## src/rtl/irq_pkg.sv

```systemverilog
package irq_pkg;
  localparam int unsigned NSRC = 5;
  localparam int unsigned VEC_W = 16;
  // source slots, highest index wins
  localparam int unsigned IDX_NMI = 4;
  localparam int unsigned IDX_EDGE = 3;
  localparam int unsigned IDX_LHI = 2;
  localparam int unsigned IDX_LLO = 1;
  localparam int unsigned IDX_GEN = 0;
  // fractional index doubled: 4.5, 7.5, 6.5, 5.5
  localparam int unsigned DBL_NMI = 9;
  localparam int unsigned DBL_EDGE = 15;
  localparam int unsigned DBL_LHI = 13;
  localparam int unsigned DBL_LLO = 11;

  // vector = fractional index * 8 = doubled index * 4
  function automatic logic [VEC_W-1:0] vec_of(input logic [NSRC-1:0] g);
    logic [VEC_W-1:0] v;
    v = '0;
    if (g[IDX_NMI]) v = VEC_W'(DBL_NMI * 4);
    else if (g[IDX_EDGE]) v = VEC_W'(DBL_EDGE * 4);
    else if (g[IDX_LHI]) v = VEC_W'(DBL_LHI * 4);
    else if (g[IDX_LLO]) v = VEC_W'(DBL_LLO * 4);
    return v;
  endfunction
endpackage

```

## src/rtl/irq_nmi_qual.sv

```systemverilog
module irq_nmi_qual #(
  parameter int unsigned HOLD = 2
) (
  input  logic clk,
  input  logic rst_n,
  input  logic line_i,
  input  logic take_i,
  output logic pend_o
);
  localparam int unsigned CW = (HOLD < 2) ? 1 : $clog2(HOLD + 1);

  logic armed_q;
  logic [CW-1:0] cnt_q;
  logic pend_q;
  logic qual_done;

  assign qual_done = line_i && armed_q && (cnt_q == CW'(HOLD - 1));

  always_ff @(posedge clk or negedge rst_n) begin
    if (!rst_n) begin
      armed_q <= 1'b0;
      cnt_q <= '0;
      pend_q <= 1'b0;
    end else begin
      if (take_i) pend_q <= 1'b0;
      if (!line_i) begin
        armed_q <= 1'b1;
        cnt_q <= '0;
      end else if (armed_q) begin
        if (qual_done) begin
          pend_q <= 1'b1;
          armed_q <= 1'b0;
          cnt_q <= '0;
        end else begin
          cnt_q <= cnt_q + 1'b1;
        end
      end
    end
  end

  assign pend_o = pend_q;

  AST_NMI_NEEDS_HIGH: assert property (@(posedge clk) disable iff (!rst_n)
    $rose(pend_q) |-> $past(line_i));
  AST_NMI_NO_REARM: assert property (@(posedge clk) disable iff (!rst_n)
    (take_i && line_i && !armed_q) |=> !pend_q);
endmodule

```

## src/rtl/irq_edge_cap.sv

```systemverilog
module irq_edge_cap (
  input  logic clk,
  input  logic rst_n,
  input  logic pin_i,
  input  logic clr_i,
  output logic flag_o
);
  logic prev_q;
  logic flag_q;
  logic rise;

  assign rise = pin_i && !prev_q;

  always_ff @(posedge clk or negedge rst_n) begin
    if (!rst_n) begin
      prev_q <= 1'b1;
      flag_q <= 1'b0;
    end else begin
      prev_q <= pin_i;
      if (rise) flag_q <= 1'b1;
      else if (clr_i) flag_q <= 1'b0;
    end
  end

  assign flag_o = flag_q;

  AST_EDGE_HOLD: assert property (@(posedge clk) disable iff (!rst_n)
    (flag_q && !clr_i) |=> flag_q);
  AST_EDGE_SRC: assert property (@(posedge clk) disable iff (!rst_n)
    $rose(flag_q) |-> $past(pin_i));
endmodule

```

## src/rtl/irq_prio_sel.sv

```systemverilog
module irq_prio_sel #(
  parameter int unsigned N = 5
) (
  input  logic [N-1:0] req_i,
  output logic [N-1:0] grant_o
);
  logic [N:0] above;

  always_comb begin
    above[N] = 1'b0;
    for (int i = N - 1; i >= 0; i--) begin
      grant_o[i] = req_i[i] && !above[i+1];
      above[i] = above[i+1] || req_i[i];
    end
  end

  always_comb begin
    AST_ONE_GRANT: assert ($onehot0(grant_o));
    AST_GRANT_REQ: assert ((grant_o & ~req_i) == '0);
  end
endmodule

```

## src/rtl/prio_irq_ctrl.sv

```systemverilog
module prio_irq_ctrl
  import irq_pkg::*;
#(
  parameter int unsigned TRAP_HOLD = 2,
  parameter int unsigned MASK_W = 3
) (
  input  logic clk,
  input  logic rst_n,
  input  logic irq_nmi_i,
  input  logic irq_edge_i,
  input  logic irq_lvl_hi_i,
  input  logic irq_lvl_lo_i,
  input  logic irq_gen_i,
  input  logic ie_set_i,
  input  logic ie_clr_i,
  input  logic mask_we_i,
  input  logic [MASK_W-1:0] mask_wdata_i,
  input  logic boundary_i,
  output logic take_o,
  output logic [VEC_W-1:0] vec_o,
  output logic int_ack_n_o
);
  logic ie_q;
  logic [MASK_W-1:0] mask_q;
  logic nmi_pend;
  logic edge_flag;
  logic [NSRC-1:0] req;
  logic [NSRC-1:0] grant;
  logic nmi_taken;
  logic edge_taken;
  logic maskable_taken;

  irq_nmi_qual #(.HOLD(TRAP_HOLD)) u_nmi (
    .clk(clk), .rst_n(rst_n), .line_i(irq_nmi_i),
    .take_i(nmi_taken), .pend_o(nmi_pend));

  irq_edge_cap u_edge (
    .clk(clk), .rst_n(rst_n), .pin_i(irq_edge_i),
    .clr_i(edge_taken), .flag_o(edge_flag));

  assign req[IDX_NMI] = nmi_pend;
  assign req[IDX_EDGE] = ie_q && !mask_q[2] && edge_flag;
  assign req[IDX_LHI] = ie_q && !mask_q[1] && irq_lvl_hi_i;
  assign req[IDX_LLO] = ie_q && !mask_q[0] && irq_lvl_lo_i;
  assign req[IDX_GEN] = ie_q && irq_gen_i;

  irq_prio_sel #(.N(NSRC)) u_sel (.req_i(req), .grant_o(grant));

  assign nmi_taken = boundary_i && grant[IDX_NMI];
  assign edge_taken = boundary_i && grant[IDX_EDGE];
  assign maskable_taken = boundary_i && (|grant[IDX_EDGE:IDX_GEN]);

  assign take_o = boundary_i && (|grant[IDX_NMI:IDX_LLO]);
  assign vec_o = take_o ? vec_of(grant) : '0;
  assign int_ack_n_o = !(boundary_i && grant[IDX_GEN]);

  always_ff @(posedge clk or negedge rst_n) begin
    if (!rst_n) begin
      ie_q <= 1'b0;
      mask_q <= '1;
    end else begin
      if (maskable_taken || ie_clr_i) ie_q <= 1'b0;
      else if (ie_set_i) ie_q <= 1'b1;
      if (mask_we_i) mask_q <= mask_wdata_i;
    end
  end

  AST_NMI_WINS: assert property (@(posedge clk) disable iff (!rst_n)
    (boundary_i && nmi_pend) |-> (take_o && vec_o == 16'h0024));
  AST_ACK_EXCL: assert property (@(posedge clk) disable iff (!rst_n)
    !(take_o && !int_ack_n_o));
  AST_IE_DROP: assert property (@(posedge clk) disable iff (!rst_n)
    maskable_taken |=> !ie_q);
  AST_NMI_KEEPS_IE: assert property (@(posedge clk) disable iff (!rst_n)
    (nmi_taken && ie_q && !ie_clr_i) |=> ie_q);
  AST_NEED_BOUNDARY: assert property (@(posedge clk) disable iff (!rst_n)
    !boundary_i |-> (!take_o && int_ack_n_o));
endmodule

```

## config.mk

```make
export PLATFORM = sky130hd
export DESIGN_NAME = prio_irq_ctrl
export DESIGN_NICKNAME = d
export VERILOG_FILES = /design/src/rtl/irq_pkg.sv /design/src/rtl/irq_nmi_qual.sv /design/src/rtl/irq_edge_cap.sv /design/src/rtl/irq_prio_sel.sv /design/src/rtl/prio_irq_ctrl.sv
export SDC_FILE = /design/constraint.sdc
export NUM_CORES = 1
export LEC_CHECK = 0
export BUFFER_PORTS_ARGS = -buffer_cell sky130_fd_sc_hd__buf_2
export CORE_AREA = 2 2 39 41
export CTS_CLUSTER_SIZE = 25
export DETAILED_ROUTE_END_ITERATION = 16
export DIE_AREA = 0 0 41 43
export GPL_ROUTABILITY_DRIVEN = 0
export PLACE_DENSITY = 0.85
export SYNTH_ARGS = -nofsm -noshare
export SYNTH_HDL_FRONTEND = slang
export SYNTH_SLANG_ARGS = --single-unit
```

## constraint.sdc

```tcl
create_clock -name clk -period 2.3 [get_ports clk]
set_input_delay 0.115 -clock clk [delete_from_list [all_inputs] [get_ports clk]]
set_output_delay 0.115 -clock clk [all_outputs]
set_load 0.05 [all_outputs]
```

==> run summary <==
Number of buffers added for setup after CTS -> 0
Diode insertion count for antenna repair -> 0
Sum of overflow across all layers after global routing -> 0
Iter 0 DRT Violations -> 2
Register bit count reported by yosys -> 10
Via count of the first global-routing pass -> 364
Synth top area cells -> sky130_fd_sc_hd__dfrtp_1, sky130_fd_sc_hd__dfstp_2, sky130_fd_sc_hd__buf_4
Clock root cell -> sky130_fd_sc_hd__clkbuf_4
Crit path time final -> 1610 ps
P per Cell Area -> 740 mW/mm2
Avg Vias per Cell -> 4.56
Buffer depth of the longest clock path -> 2
Maximum clock skew at final layout -> 8.55 ps
Largest area contributor in the synthesized netlist -> sky130_fd_sc_hd__dfrtp_1
Wire length of the first global-routing pass -> 1370 um
Sink Count -> 10
Setup crit end kind -> output pin
Area used by multi-input combinational logic -> 260 um2
Worst IR Drop VDD -> 0.337 mV
Final core utilization -> 49.7%
Syn Inst Count -> 58
Top FF cell, synth -> sky130_fd_sc_hd__dfrtp_1
Number of antenna violations at the first check in global routing -> 0
Floorplan die width -> 41 um
Worst-skew pair later-pin latency -> 260 ps
Standard cell with the maximum stage delay on the critical path -> sky130_fd_sc_hd__dfrtp_1
Period utilisation layout -> 70.2%
Total length of routed wires -> 938 um
Area of the core region -> 0.00138 mm2
TritonCTS clock tree -> yes
Part of the Yosys area used for sequential elements -> 43.8%
Clock-pin slew reported for the worst setup and hold paths after clock tree synthesis -> 70 ps
Area Growth Syn to Fin -> 18.0%
Total number of placement rows -> 14
Synth Cell Area -> 583 um2
Data arrival at the endpoint of the critical path -> 1500 ps
Cell Chain, Critical Path -> and3b_4, and2_1, a22o_1, buf_2
CTS H-tree depth -> 1
Share of post-route cells with drive strength above 1 -> 40.7%
Maximum clock rate -> 0.620 GHz
Portion of synthesized cell area occupied by the leading cell type -> 25.8%
Number of port buffers -> 19
Number of filler cells placed in the layout -> 136
Maximum number of pins on one net before global-route repair -> 11
Sequential cell area -> 255 um2
Number of primary I/O pins -> 32
Mean routed wirelength per cell -> 9.67 um
Yosys warnings -> 0
Mapped Avg Cell Area -> 10.1 um2
Total Neg Setup Slack -> 0 ps
Number of buffers created by CTS -> 3
Starting utilization of the core area -> 42.1%
Number of nets in the layout -> 96
Post-route non-filler standard cell count -> 97
Biggest fanout along the worst timing path -> 5
Critical setup path kind -> flop to output pin
List of most frequent post-synthesis cells -> sky130_fd_sc_hd__buf_4, sky130_fd_sc_hd__o21ai_0, sky130_fd_sc_hd__dfrtp_1
Final setup violation count -> 0
Top-count cell post-synth -> sky130_fd_sc_hd__buf_4
Worst hold slack -> 51.0 ps
Cell area reported after detailed placement -> 642 um2
Share of flip-flops with an asynchronous set or reset -> 100%
Leakage power figure -> 0.000334 uW
Overall die height -> 43 um
Die ar. -> 0.00176 mm2
Final instance area -> 688 um2
Kind of launch point of the worst setup path -> flop
WP data required -> 2180 ps
Cell variety after synth -> 22
Placed insts -> 91
Unrepaired setup endpoints after global routing -> no
Number of hold-slack violations in the final timing report -> 0
Detailed-router iteration count before antenna repair -> 4
Post-DP HPWL -> 772 um
EDFF count, synth -> 0
Kind of path behind the tightest hold check -> input pin to flop
Overall track demand over capacity in global routing -> 11.5%
Routed vias -> 442
Max-cap violations -> 0
Max-slew violations -> 0
Crit path largest cell delay -> 390 ps
# DRC -> 0
Post-DRT Antenna Nets -> 0
Result of the run -> finished clean
[path summary, 6_finish.rpt]
path                            slack (ps)  cells after the start                     from                   endpoint
worst max-delay path                   690                      4   u_nmi.pend_o$_DFF_PN0_                   vec_o[3]
worst min-delay path                    50                      2                irq_nmi_i    u_nmi.armed_q$_DFF_PN0_
worst max register to register        1240                      3         ie_q$_DFFE_PN0P_           ie_q$_DFFE_PN0P_
worst min register to register         510                      1  u_edge.prev_q$_DFF_PN1_  u_edge.flag_o$_DFFE_PN0P_
max in group asynchronous             1800                      2                    rst_n      mask_q[2]$_DFFE_PN1P_
min in group asynchronous              230                      2                    rst_n    u_nmi.armed_q$_DFF_PN0_
[critical path: cells and delay by family (launching register included)]
| kind | cells | cell delay, ps |
|---|---|---|
| buffers and inverters | 1 | 250 |
| DFF | 1 | 390 |
| AOI/OAI and AO/OA | 1 | 120 |
| and+or+nand+nor | 2 | 470 |
[layout by cell type, fill, tap and decap left out, drive strengths merged, types with 2 or more instances in the layout]
| cell type | Yosys | routed |
|---|---|---|
| clkbuf | 0 | 4 |
| mux2 | 3 | 3 |
| dlygate4sd3 | 0 | 2 |
| o21ai | 7 | 7 |
| inv | 3 | 3 |
| nand2 | 4 | 4 |
| dfstp | 4 | 4 |
| conb | 1 | 12 |
| o21a | 2 | 2 |
| buf | 13 | 19 |
| and2 | 2 | 2 |
| nor2b | 3 | 3 |
| dfrtp | 6 | 6 |
[registers in the layout, indices dropped and copies added (netlist names)]
register / cells
u_nmi.armed_q: 1
u_nmi.cnt_q: 2
u_edge.flag_o: 1
u_nmi.pend_o: 1
mask_q: 3
ie_q: 1
u_edge.prev_q: 1
[final cells by class]
class                      count  share of cell area, %
tap                           16                   2.91
sequential                    10                   37.1
timing repair buffer          21                   16.7
inverter                       3                   1.64
multi-input combinational     43                   37.8
clock buffer                   4                   3.82
[where the power goes]
| group | total, uW | leakage [uW] | internal [uW] | switching, uW |
|---|---|---|---|---|
| sequential | 218 | 0.000114 | 201 | 17.0 |
| clock | 122 | 0.0000150 | 66.8 | 55.6 |
| combinational | 168 | 0.000205 | 47.8 | 120 |
| total | 509 | 0.000334 | 316 | 193 |
[through the flow]
step	setup WS, ps	power, uW
global placement	992	383
global route	601	538
finish	686	509
floorplan	43.0	371
CTS	676	518
detailed placement	960	388
[cell families after synthesis]
kind of cell	after synthesis	synth area share (%)
simple gates	15	16.5
flops	10	43.8
other cells	1	0.643
buf+inv	16	18.7
xor+xnor	1	1.50
mux	3	5.79
compound gates	12	13.1
[repair_timing]
| action | in CTS | in global routing |
|---|---|---|
| hold endpoints to repair | 11 | 0 |
| gates resized for setup | 0 | 0 |
| hold buffers | 2 | 0 |
[routing by layer]
layer  track usage, %  vias up  wire [um]
met5                0        -          0
met4             6.00        0         14
met3             1.57        2         77
met2             18.4       24        473
met1             14.1      199        372
li1                 -      217          -
Power figures use the tool's default switching activity.
